### src/rtl/irq_prio_ctrl.sv
module irq_prio_ctrl #(
  parameter int PINS = 8
) (
  input  logic            clk,
  input  logic            rst_n,
  input  logic [10:0]     src_evt,
  input  logic [PINS-1:0] p0_evt,
  input  logic [PINS-1:0] p1_evt,
  input  logic [7:0]      reg_addr,
  input  logic [7:0]      reg_wdata,
  input  logic            reg_we,
  output logic [7:0]      reg_rdata,
  input  logic            ei,
  input  logic            di,
  input  logic            reti,
  input  logic            ack,
  output logic            irq,
  output logic [3:0]      vector
);
  localparam int NSRC = 11;
  localparam int GPIO_IDX = 9;

  logic [NSRC-1:0] pend_q;
  logic [7:0]      en_lo_q;
  logic [2:0]      en_hi_q;
  logic [PINS-1:0] mask0_q, mask1_q;
  logic            gie_q;

  wire [NSRC-1:0] en_map = {en_lo_q[7], en_lo_q[3], en_lo_q[5], en_lo_q[4], en_lo_q[6],
                            en_hi_q[2], en_hi_q[1], en_hi_q[0],
                            en_lo_q[2], en_lo_q[1], en_lo_q[0]};
  wire [NSRC-1:0] active = pend_q & en_map;
  wire            any_act = |active;

  logic [3:0] win;
  always_comb begin
    win = '0;
    for (int i = NSRC-1; i >= 0; i--)
      if (active[i]) win = 4'(i);
  end

  assign irq    = gie_q & any_act;
  assign vector = irq ? win : 4'd0;

  wire             ack_ok   = ack & irq;
  wire             gpio_hit = |(p0_evt & mask0_q) | |(p1_evt & mask1_q);
  wire [NSRC-1:0]  set_v    = {src_evt[10], gpio_hit, src_evt[8:0]};
  wire [NSRC-1:0]  clr_v    = ack_ok ? (NSRC'(1) << win) : '0;

  always_ff @(posedge clk or negedge rst_n)
    if (!rst_n) pend_q <= '0;
    else        pend_q <= (pend_q & ~clr_v) | set_v;

  always_ff @(posedge clk or negedge rst_n)
    if (!rst_n)               gie_q <= 1'b0;
    else if (di || ack_ok)    gie_q <= 1'b0;
    else if (ei || reti)      gie_q <= 1'b1;

  always_ff @(posedge clk or negedge rst_n)
    if (!rst_n) begin
      en_lo_q <= '0;
      en_hi_q <= '0;
      mask0_q <= '0;
      mask1_q <= '0;
    end else if (reg_we) begin
      case (reg_addr)
        8'h04:   mask0_q <= reg_wdata[PINS-1:0];
        8'h05:   mask1_q <= reg_wdata[PINS-1:0];
        8'h20:   en_lo_q <= reg_wdata;
        8'h21:   en_hi_q <= reg_wdata[2:0];
        default: ;
      endcase
    end

  always_comb begin
    case (reg_addr)
      8'h20:   reg_rdata = en_lo_q;
      8'h21:   reg_rdata = {5'b0, en_hi_q};
      8'hFF:   reg_rdata = {any_act, 4'b0, gie_q, 2'b0};
      default: reg_rdata = 8'h00;
    endcase
  end

  AST_IRQ_GATED: assert property (@(posedge clk) disable iff (!rst_n) !gie_q |-> !irq);
  AST_VEC_RANGE: assert property (@(posedge clk) disable iff (!rst_n) irq |-> (vector < 4'(NSRC)));
  AST_VEC_IDLE: assert property (@(posedge clk) disable iff (!rst_n) !irq |-> (vector == 4'd0));
  AST_ACK_DROPS_GIE: assert property (@(posedge clk) disable iff (!rst_n) (ack && irq) |=> !gie_q);
  AST_ACK_CLEARS_SERVED: assert property (@(posedge clk) disable iff (!rst_n)
    (ack && irq && !set_v[win]) |=> !pend_q[$past(win)]);
  AST_SET_WINS: assert property (@(posedge clk) disable iff (!rst_n)
    (|set_v) |=> ((pend_q & $past(set_v)) == $past(set_v)));
  AST_LATCH_STICKY: assert property (@(posedge clk) disable iff (!rst_n)
    !(ack && irq) |=> ((pend_q & $past(pend_q)) == $past(pend_q)));
  AST_DI_WINS: assert property (@(posedge clk) disable iff (!rst_n) (di && (ei || reti)) |=> !gie_q);
endmodule

### config.mk
export PLATFORM = sky130hd
export DESIGN_NAME = irq_prio_ctrl
export DESIGN_NICKNAME = d
export VERILOG_FILES = /design/src/rtl/irq_prio_ctrl.sv
export SDC_FILE = /design/constraint.sdc
export NUM_CORES = 1
export LEC_CHECK = 0
export BUFFER_PORTS_ARGS = -buffer_cell sky130_fd_sc_hd__buf_2
export CAP_MARGIN = 20
export CORE_ASPECT_RATIO = 0.5
export CORE_MARGIN = 2
export CORE_UTILIZATION = 50
export CTS_BUF_LIST = sky130_fd_sc_hd__clkbuf_4 sky130_fd_sc_hd__clkbuf_8 sky130_fd_sc_hd__clkbuf_16
export DETAILED_ROUTE_END_ITERATION = 6
export GPL_ROUTABILITY_DRIVEN = 0
export HOLD_SLACK_MARGIN = 0.1
export PLACE_DENSITY_LB_ADDON = 0.3
export SLEW_MARGIN = 40
export SYNTH_ARGS = -nofsm -noshare
export SYNTH_HDL_FRONTEND = slang
export SYNTH_SLANG_ARGS = --single-unit
### constraint.sdc
create_clock -name clk -period 1.9 [get_ports clk]
set_input_delay 0.285 -clock clk [delete_from_list [all_inputs] [get_ports clk]]
set_output_delay 0.285 -clock clk [all_outputs]
set_load 0.005 [all_outputs]
# After elaboration in Yosys (flattened, before gate mapping)

Cells that the tools add are included.

Eq/ne operators: 5
Shift-type cells: 1
Multiplexer cells: 16
Bitwise logic cells: 9
Reduce and logical (&&, ||, !) cells: 10

Operators with widths:

| kind                 | count |
|---|---|
| $mux 4               | 12 |
| $pmux 8 s3           | 1 |
| $and 11x11->11       | 2 |
| $and 8x8->8          | 2 |
| $eq 8x3->1 const B   | 2 |
| $eq 8x6->1 const B   | 2 |
| $reduce_or 8->1      | 2 |
| $mux 11              | 1 |
| $not 11->11          | 1 |
| $or 11x11->11        | 1 |
| $reduce_or 11->1     | 1 |
| $shl 1x4->11 const A | 1 |
| $eq 8x8->1 const B   | 1 |
| $reduce_and 2->1     | 4 |
| $and 1x1->1          | 2 |
| $logic_or 1x1->1     | 2 |
| $mux 1               | 2 |
| $reduce_bool 2->1    | 1 |
| $or 1x1->1           | 1 |

Register bits: 39
Output and inout port bits: 13
Word-level logic and storage cells: 47

# Depth between registers and ports, before layout

Gate-level depths: netlist of run 1.

Depth in word-level cells: 17
Depth in mapped cells: 6
Gate-level depth less buffers: 5

# Least setup slack after synthesis of run 1

No wires, ideal clock.

Path type: input to register
From: in reg_addr[4]
To: reg mask1_q[0]
Arrival time: 1,806 ps
Setup slack: -31 ps
Stages on the path: 5
Buffers on the path: 0
Path through: or4_4 nor2_4 nand3_2 nor3b_4 mux2_2

Cells in the longest elaborated chain, start to end: 2

Ends and longest elaborated chain:

| what                       | line | text |
|---|---|---|
| from (decl)                | 9    | `input logic [7:0] reg_addr,` |
| $eq 8x3->1                 | 66   | `case (reg_addr)` |
| $reduce_and 2->1 (no line) | --   |  |
| to (signal assigned)       | 68   | `8'h05: mask1_q <= reg_wdata[PINS-1:0];` |
| to (decl)                  | 26   | `logic [PINS-1:0] mask0_q, mask1_q;` |

No other way between the ends.
A chain may end at the register's enable or synchronous reset.

# Worst setup path after layout of run 1

From: reg pend_q[0]
To: out reg_rdata[7]

Cells in the longest elaborated chain, start to end: 3

Ends and longest elaborated chain:

| what                   | line | text |
|---|---|---|
| from (decl)            | 23   | `logic [NSRC-1:0] pend_q;` |
| from (signal assigned) | 52   | `else pend_q <= (pend_q & ~clr_v) \| set_v;` |
| $and 11x11->11         | 32   | `wire [NSRC-1:0] active = pend_q & en_map;` |
| $reduce_or 11->1       | 33   | `wire any_act = \|active;` |
| $pmux 8 s3             | 76   | `case (reg_addr)` |
| to (decl)              | 12   | `output logic [7:0] reg_rdata,` |

No other way between the ends.

==> results of run 1 <==
worst max path at each step:
stage	to	from	slack (ps)	cells after the start
2_1_floorplan	mask1_q[0]	reg_addr[4]	-10	5
3_3_place_gp	mask1_q[1]	reg_addr[4]	-90	7
3_5_place_dp	mask1_q[1]	reg_addr[4]	-110	7
4_1_cts	reg_rdata[7]	en_lo_q[2]	-50	5
5_1_grt	vector[0]	pend_q[5]	-200	6
6_report	reg_rdata[7]	pend_q[0]	-110	5
power breakdown:
group	leakage, nW	total [mW]	switching [mW]	internal [mW]
logic	0.821	0.379	0.183	0.197
registers	0.481	0.887	0.0247	0.862
clock network	0.0618	0.747	0.315	0.432
total	1.36	2.01	0.523	1.49
layout by cell type, fill, tap and decap left out, types with 2 or more instances in the layout:
master and instances:
sky130_fd_sc_hd__a21oi_1 6, sky130_fd_sc_hd__nand2b_1 3, sky130_fd_sc_hd__a22o_1 7, sky130_fd_sc_hd__a221oi_1 5, sky130_fd_sc_hd__o21ai_0 3, sky130_fd_sc_hd__nor3_1 2
sky130_fd_sc_hd__nor2_1 14, sky130_fd_sc_hd__buf_2 60, sky130_fd_sc_hd__buf_4 31, sky130_fd_sc_hd__nand2_1 11, sky130_fd_sc_hd__mux2i_1 3, sky130_fd_sc_hd__dfrtp_1 39
sky130_fd_sc_hd__and3_1 4, sky130_fd_sc_hd__inv_1 3, sky130_fd_sc_hd__mux2_2 27, sky130_fd_sc_hd__nand3_1 4, sky130_fd_sc_hd__nand4_1 4, sky130_fd_sc_hd__a21o_1 6
sky130_fd_sc_hd__buf_6 3, sky130_fd_sc_hd__nor2b_1 2, sky130_fd_sc_hd__a31oi_1 3, sky130_fd_sc_hd__clkbuf_8 6, sky130_fd_sc_hd__a22oi_2 2
layout make-up:
type	instances	area share
multi-input cells	129	0.3616
flip-flops and latches	39	0.3521
repair buffers	96	0.2153
clock buffers	6	0.02980
well taps	51	0.02302
clock inverters	2	0.01400
inverters	3	0.004063
critical path: stages (launching register included):
cell and delay (ps):
sky130_fd_sc_hd__dfrtp_1 390, sky130_fd_sc_hd__a22o_1 270, sky130_fd_sc_hd__nor2_2 150, sky130_fd_sc_hd__nand4_1 200, sky130_fd_sc_hd__a32o_1 270, sky130_fd_sc_hd__buf_2 140
cells by family (layout without fill, tap and decap cells):
kind of cell    after synthesis  count (layout)  share of synthesized area
simple gates                 57              57                     0.1613
compound gates               42              42                     0.1581
flops                        39              39                     0.4994
mux                          30              30                     0.1709
buf+inv                       5             107                    0.01024
stage by stage:
| stage | area, µm² | setup TNS (ps) | setup WS [ps] | hold WS, ps | util |
|---|---|---|---|---|---|
| final | 2771 | -307.4 | -106.5 | 130.9 | 0.7731 |
| after global routing | 2771 | -629.9 | -198.6 | 133.3 | 0.7731 |
| after CTS | 2743 | -77.32 | -48.62 | 131.7 | 0.7651 |
| after detailed placement | 2462 | -1111 | -113.1 | 368.8 | 0.6869 |
| after global placement | 2462 | -917.6 | -85.17 | 360.5 | 0.6869 |
| after floorplan | 1954 | -94.25 | -11.78 | -10.59 | - |
repair_timing:
| item | 4_1_cts | 5_1_grt |
|---|---|---|
| endpoints found under the hold margin | 39 | 0 |
| pin swaps | 10 | 6 |
| gates resized for setup | 11 | 4 |
| hold buffers | 1 | 0 |
| buffers inserted | 15 | 2 |
| setup endpoints to repair | 6 | 7 |
flip-flops by register name, indices dropped and copies added (netlist names):
register,count
pend_q,11
en_hi_q,3
mask0_q,8
gie_q,1
mask1_q,8
en_lo_q,8
routing by layer:
layer | vias to the layer above | GRT usage | part of all wire
met1 | 900 | 0.3307 | 0.44
met3 | 11 | 0.05410 | 0.077
met2 | 82 | 0.4365 | 0.46
li1 | 867 | - | -
met5 | - | 0 | 0
met4 | 0 | 0.1164 | 0.021
==> flow_summary.ini, run 1 <==
[placement]
place_inst = 301
portbufs = 61
detailed_place_hpwl_um = 3832

[cts]
worst_skew_pair.late_latency_ps = 300
clk_slew_on_worst_s_h_paths_ps = 80
clockBufferDepth = 2
tritoncts = done
ctsRootBufferMaster = sky130_fd_sc_hd__clkbuf_8
clock_sinks = 39
cts_made_buffers = 5
htreeDepth = 2

[layout]
multi_input_comb_area_um2 = 1002
sequential_cell_area_um2 = 975.9
final_layout_size_suffix_gt1_frac = 0.5236
antenna-diode-count = 0
nets = 324
stdcell_count = 326
syn_to_final_growth_pct = 41.81
nFillCells = 243

[timing]
final_period_minus_worst_setup_slack_ps = 2006
setup_repair_after_global_routing_missed_its_margin = true
fin_crit_sh = 1.056
report.final.setup_viol = 4
max_freq_mhz = 498.4
slew_viol_final = 0
relSlewSlack = 0.6596
setup_slack_ps = -106.5
finClkSkew_ps = 3.776
report.final.hold_viol_count = 0
tightest_slew_ps = 510.6

[yosys]
yosys.area.top_type = sky130_fd_sc_hd__dfrtp_1
synthFlopType = sky130_fd_sc_hd__dfrtp_1
synth.yosys.seq_area_share = 0.4994
netlist_top_cells_area = sky130_fd_sc_hd__dfrtp_1 50%, sky130_fd_sc_hd__mux2_2 16%, sky130_fd_sc_hd__a22o_1 3.1%
ys_ff_latch = 39
post_synth_instance_area_um2 = 1954
avgSynthCellArea_um2 = 11.30
synthDominantCellAreaShare = 0.4994
async_flop_share = 1.000
post-synth-top-count-cell = sky130_fd_sc_hd__dfrtp_1
synth.net_count = 223
ys_warn_count = 0
cell_count_after_synthesis = 173
top_cells_by_instance_count_after_synthesis = 39 x sky130_fd_sc_hd__dfrtp_1, 27 x sky130_fd_sc_hd__mux2_2, 15 x sky130_fd_sc_hd__nor2_1
number_of_enable_flip_flop_cells_after_synthesis = 0
number_of_different_library_cells_in_the_post_synthesis_netlist = 37

[worst_setup_path]
critPathCaptureType = output pin
r2r-end = pend_q[4]
critical_path_peak_fanout = 3
timing.rr.start = pend_q[0]
worstRegToRegCells = 6
worstPathArrival_ps = 1720
worst-r2r-setup-slack_ps = 90
worstSetupStartpointType = register
crit_required_ps = 1620
setup.worst_path.class = reg -> out

[floorplan]
die_h_um = 48.21
ios = 63
fp.dieW_um = 92.42
die_footprint_um2 = 4455
placeableCoreArea_um2 = 3585
floorplan.initialDensity = 0.5452
floorplan.rows = 15

[pwr]
p_leak_nw = 1.364
vdd_ir_drop_max_mv = 0.4090
total_power_mw = 2.014
cellPowerDensity_nw_per_um2 = 726.7

[global_routing]
grt_start_max_net_pins = 40
grt_use_total = 0.2554
first_pass_grt_wire_length_um = 8404
grt_remaining_overflow = 0
initial_antenna_violation_count = 0
first_global_vias = 1808

[route]
drt_pre_antenna_iters = 4
first_iter_violations = 173
detail_route.wirelength_um = 5452
ant_nets = 0
dr_total_vias = 1860
wl_per_cell_um = 16.72
remaining_drc_errors = 0
drt-vias-per-instance = 5.706

[hold_path]
worst_hold_path_type = in -> reg
startpoint_of_the_lowest_slack_hold_path = di
hold-path-endpoint = gie_q
min_delay_path_depth = 2

[status]
run_status = finished with violations
violations = negative setup slack

[job]
timing.max_cap.violations = 0
Power figures use the tool's default switching activity.
==> inputs of run 2 (changes only) <==
--- a/config.mk
+++ b/config.mk
@@ -15,6 +15,7 @@
 export GPL_ROUTABILITY_DRIVEN = 0
 export HOLD_SLACK_MARGIN = 0.1
 export PLACE_DENSITY_LB_ADDON = 0.3
+export RECOVER_POWER = 100
 export SLEW_MARGIN = 40
 export SYNTH_ARGS = -nofsm -noshare
 export SYNTH_HDL_FRONTEND = slang
==> flow_summary.ini, run 2 (synthesized netlist as in run 1, its figures left out) <==
[cts]
clk_slew_on_worst_s_h_paths_ps = 80
ctsRootBufferMaster = sky130_fd_sc_hd__clkbuf_8
cts_made_buffers = 5
clockBufferDepth = 2
tritoncts = done
worst_skew_pair.late_latency_ps = 300
htreeDepth = 2
clock_sinks = 39

[placement]
portbufs = 61
detailed_place_hpwl_um = 3832

[worst_setup_path]
setup.worst_path.class = reg -> out
crit_required_ps = 1620
critPathCaptureType = output pin
timing.critical_path.from = en_lo_q[4]
worstPathCellList = buf_6 > nand2_2 > o211ai_1 > a222oi_1 > or2_4 > nor2_1 > buf_2
worst-r2r-setup-slack_ps = 90
levels_on_crit_path = 7
worstPathBufferInverterCount = 2
max_stage_delay_ps = 410
worstPathArrival_ps = 1730
critical_path.endpoint = vector[0]
critical_path_peak_fanout = 2
r2r-end = pend_q[4]
cp_top_family = compound AO/OA/AOI/OAI gates
slowest_stage = sky130_fd_sc_hd__dfrtp_1
timing.rr.start = pend_q[0]
worstSetupStartpointType = register
worstRegToRegCells = 6

[timing]
slew_viol_final = 0
fin_crit_sh = 1.059
finClkSkew_ps = 4.438
setup_repair_after_global_routing_missed_its_margin = true
tightest_slew_ps = 960.1
max_freq_mhz = 496.8
setup_slack_ps = -112.7
fin_tns_setup_ps = -332.5
report.final.hold_viol_count = 0
report.final.setup_viol = 7
final_period_minus_worst_setup_slack_ps = 2013
relSlewSlack = 0.3599

[floorplan]
die_h_um = 48.21
die_footprint_um2 = 4455
floorplan.rows = 15
fp.dieW_um = 92.42
floorplan.initialDensity = 0.5452
ios = 63
placeableCoreArea_um2 = 3585

[route]
drt-vias-per-instance = 5.690
ant_nets = 0
detail_route.wirelength_um = 5426
remaining_drc_errors = 0
drt_pre_antenna_iters = 4
dr_total_vias = 1855
wl_per_cell_um = 16.64
first_iter_violations = 144

[layout]
final_layout_size_suffix_gt1_frac = 0.5091
nFillCells = 255
syn_to_final_growth_pct = 39.69
sequential_cell_area_um2 = 975.9
multi_input_comb_area_um2 = 996.0
largest_register_ffs = 11
final_cell_mix = 60 x sky130_fd_sc_hd__buf_2, 39 x sky130_fd_sc_hd__dfrtp_1, 27 x sky130_fd_sc_hd__mux2_2
layout_commonest_cell = sky130_fd_sc_hd__buf_2
antenna-diode-count = 0
registers.top_by_ff_count = pend_q
nets = 324

[pwr]
vdd_ir_drop_max_mv = 0.4057
p_leak_nw = 1.338
total_power_mw = 2.005
cellPowerDensity_nw_per_um2 = 734.4

[global_routing]
grt_use_total = 0.2554
grt_start_max_net_pins = 40
first_pass_grt_wire_length_um = 8404
initial_antenna_violation_count = 0
grt_remaining_overflow = 0
first_global_vias = 1808

[job]
timing.max_cap.violations = 0

[hold_path]
worst_hold_path_type = in -> reg
min_delay_path_depth = 2

[status]
run_status = finished with violations
violations = negative setup slack
## run 2: cell type report
class	count	share of cell area
timing repair buffer	96	0.2058
inverter	3	0.004125
multi-input combinational	129	0.3648
tap	51	0.02337
sequential	39	0.3575
clock inverter	2	0.01421
clock buffer	6	0.03025
## run 2: routing by layer
layer	wire, µm	vias up	part of all wire	GRT usage
met4	129	0	0.024	0.1164
met2	2481	88	0.46	0.4365
li1	-	863	-	-
met1	2382	891	0.44	0.3307
met3	433	13	0.080	0.05410
met5	0	-	0	0
## run 2: how the worst min path moves through the flow
stage                     startpoint         end  slack, ps
after floorplan                rst_n  en_hi_q[0]        -10
after global placement         rst_n  mask0_q[0]        360
after detailed placement       rst_n  mask0_q[0]        370
after CTS                         di       gie_q        130
after global routing              di       gie_q        130
final                             di       gie_q        130
## run 2: per-stage QoR
| step | area (µm²) | cells | hold WS [ps] | utilization | setup slack (ps) |
|---|---|---|---|---|---|
| floorplan | 1954 | 173 | -10.59 | - | -11.78 |
| global placement | 2462 | 301 | 360.5 | 0.6869 | -85.17 |
| detailed placement | 2462 | 301 | 368.8 | 0.6869 | -113.1 |
| CTS | 2743 | 324 | 131.7 | 0.7651 | -48.62 |
| global route | 2730 | 326 | 133.3 | 0.7616 | -198.6 |
| finish | 2730 | 326 | 130.0 | 0.7616 | -112.7 |
## run 2: power by group
part | leakage (nW) | total (mW) | internal [mW] | switching (mW)
combinational | 0.795 | 0.375 | 0.193 | 0.181
sequential | 0.481 | 0.887 | 0.862 | 0.0247
clock | 0.0618 | 0.743 | 0.432 | 0.311
## run 2: timing repair
| item | 4_1_cts | 5_1_grt |
|---|---|---|
| gates resized for setup | 11 | 4 |
| buffers inserted | 15 | 2 |
| endpoints found under the hold margin | 39 | 0 |
| hold buffers | 1 | 0 |
| pin swaps | 10 | 6 |
| setup endpoints to repair | 6 | 7 |
==> inputs of run 3 (changes only) <==
==> constraint.sdc (replaced) <==
create_clock -name clk -period 1.9 [get_ports clk]
set_input_delay 0.475 -clock clk [delete_from_list [all_inputs] [get_ports clk]]
set_output_delay 0.475 -clock clk [all_outputs]
set_load 0.005 [all_outputs]
==> flow_summary.ini, run 3 (synthesized netlist as in run 1, its figures left out) <==
[worst_setup_path]
worstSetupStartpointType = input pin
setup.worst_path.class = in -> out
crit_required_ps = 1420
r2r-end = pend_q[8]
critPathCaptureType = output pin
timing.rr.start = en_lo_q[2]
worstRegToRegCells = 7
critical_path_peak_fanout = 7
worst-r2r-setup-slack_ps = -120
worstPathArrival_ps = 1760

[pwr]
p_leak_nw = 1.381
cellPowerDensity_nw_per_um2 = 667.0
share_comb_of_total_power = 0.215
share_clk_of_total_power = 0.320
seq_power_share = 0.465
internal-power_mw = 1.373
vdd_ir_drop_max_mv = 0.4982
p_sw_mw = 0.5421
switching_share = 0.2830

[layout]
registers.top_by_ff_count = pend_q
multi_input_comb_area_um2 = 1101
antenna-diode-count = 0
stdcell_count = 329
nets = 327
layout_commonest_cell = sky130_fd_sc_hd__buf_2
final_layout_size_suffix_gt1_frac = 0.5540
largest_register_ffs = 11
sequential_cell_area_um2 = 975.9
syn_to_final_growth_pct = 46.93
nFillCells = 207
final_cell_mix = 57 x sky130_fd_sc_hd__buf_2, 39 x sky130_fd_sc_hd__dfrtp_1, 27 x sky130_fd_sc_hd__buf_4

[timing]
fin_tns_setup_ps = -5527
finClkSkew_ps = 5.677
slew_viol_final = 0
relSlewSlack = 0.4301
timing.hold.ws_ps = 326.4
final_period_minus_worst_setup_slack_ps = 2238
report.final.setup_viol = 27
setup_repair_after_global_routing_missed_its_margin = true
report.final.hold_viol_count = 0
tightest_slew_ps = 854.8
max_freq_mhz = 446.9
setup_slack_ps = -337.7
fin_crit_sh = 1.178

[hold_path]
worst_hold_path_type = in -> reg
hold-path-endpoint = gie_q
min_delay_path_depth = 2
startpoint_of_the_lowest_slack_hold_path = di

[cts]
ctsRootBufferMaster = sky130_fd_sc_hd__clkbuf_8
worst_skew_pair.late_latency_ps = 300
htreeDepth = 2
tritoncts = done
clock_sinks = 39
clockBufferDepth = 2
clk_slew_on_worst_s_h_paths_ps = 80
cts_made_buffers = 5

[floorplan]
floorplan.initialDensity = 0.5452
ios = 63
die_h_um = 48.21
die_footprint_um2 = 4455
fp.dieW_um = 92.42
placeableCoreArea_um2 = 3585
floorplan.rows = 15

[route]
detail_route.wirelength_um = 5997
dr_total_vias = 1914
first_iter_violations = 135
wl_per_cell_um = 18.23
remaining_drc_errors = 0
drt_pre_antenna_iters = 4
drt-vias-per-instance = 5.818
ant_nets = 0

[placement]
place_inst = 307
portbufs = 61
detailed_place_hpwl_um = 3918
place_ws_ps = -393.9

[global_routing]
grt_start_max_net_pins = 24
grt_use_total = 0.2547
grt_remaining_overflow = 0
initial_antenna_violation_count = 0
first_global_vias = 1737
first_pass_grt_wire_length_um = 8314

[job]
timing.max_cap.violations = 0

[status]
run_status = finished with violations
violations = negative setup slack
## run 3: changes by cell type in the layout (fill, tap and decap cells not counted), moves of 2 or more
cell                       previous run  this run
sky130_fd_sc_hd__mux2_2              27        16
sky130_fd_sc_hd__mux2_4               0        11
sky130_fd_sc_hd__buf_6                2         6
sky130_fd_sc_hd__nor2_1              14        10
sky130_fd_sc_hd__buf_2               60        57
sky130_fd_sc_hd__buf_4               24        27
sky130_fd_sc_hd__nor2_4               1         4
sky130_fd_sc_hd__o21ai_0              3         0
sky130_fd_sc_hd__o21ai_1              0         3
sky130_fd_sc_hd__clkbuf_1             4         2
## run 3: worst max-delay path by stage
| stage | from | end | slack [ps] | depth (start not counted) |
|---|---|---|---|---|
| 2_1_floorplan | reg_addr[4] | mask1_q[0] | -200 | 5 |
| 3_3_place_gp | reg_addr[4] | reg_rdata[2] | -370 | 5 |
| 3_5_place_dp | reg_addr[4] | reg_rdata[2] | -390 | 5 |
| 4_1_cts | reg_addr[1] | reg_rdata[2] | -350 | 5 |
| 5_1_grt | en_lo_q[2] | reg_rdata[7] | -380 | 5 |
| 6_report | reg_addr[4] | reg_rdata[3] | -340 | 7 |
## run 3: routing by layer
metal	part of all wire	vias to the layer above	GRT usage
met5	0	-	0
met4	0.024	0	0.08358
met3	0.068	17	0.05410
met2	0.49	94	0.4555
met1	0.42	934	0.3274
li1	-	869	-
## run 3: timing repair
action                                 in CTS  in global routing
setup endpoints to repair                  21                 27
endpoints found under the hold margin      12                  0
hold buffers                                1                  0
resized for setup                          12                 34
setup buffers                               7                  7
pin swaps                                  12                 16
## run 3: layout make-up
class	count	share of cell area
inverters	3	0.003922
repair buffers	99	0.2161
clock buffers	6	0.02876
clock inverters	2	0.005664
flip-flops and latches	39	0.3399
multi-input cells	129	0.3834
well taps	51	0.02222
## run 3: worst max-delay path: stages
cell	delay [ps]
sky130_fd_sc_hd__buf_6	90
sky130_fd_sc_hd__or4_4	530
sky130_fd_sc_hd__clkbuf_2	140
sky130_fd_sc_hd__nor2_4	110
sky130_fd_sc_hd__buf_6	130
sky130_fd_sc_hd__and3_1	170
sky130_fd_sc_hd__buf_2	110
## run 3: stage by stage
step	utilization	power, mW	area [µm²]
4_1_cts	0.7616	1.857	2730
5_1_grt	0.8010	1.993	2872
6_report	0.8010	1.915	2872
2_1_floorplan	-	1.040	1954
3_3_place_gp	0.7030	1.204	2520
3_5_place_dp	0.7030	1.216	2520
## run 3: power groups by stage
stage          combinational, mW  clock, mW  sequential [mW]
6_report                   0.411      0.613            0.891
5_1_grt                    0.443      0.655            0.895
4_1_cts                    0.357      0.613            0.887
3_5_place_dp               0.313          0            0.903
3_3_place_gp               0.304          0            0.900
2_1_floorplan              0.142          0            0.897
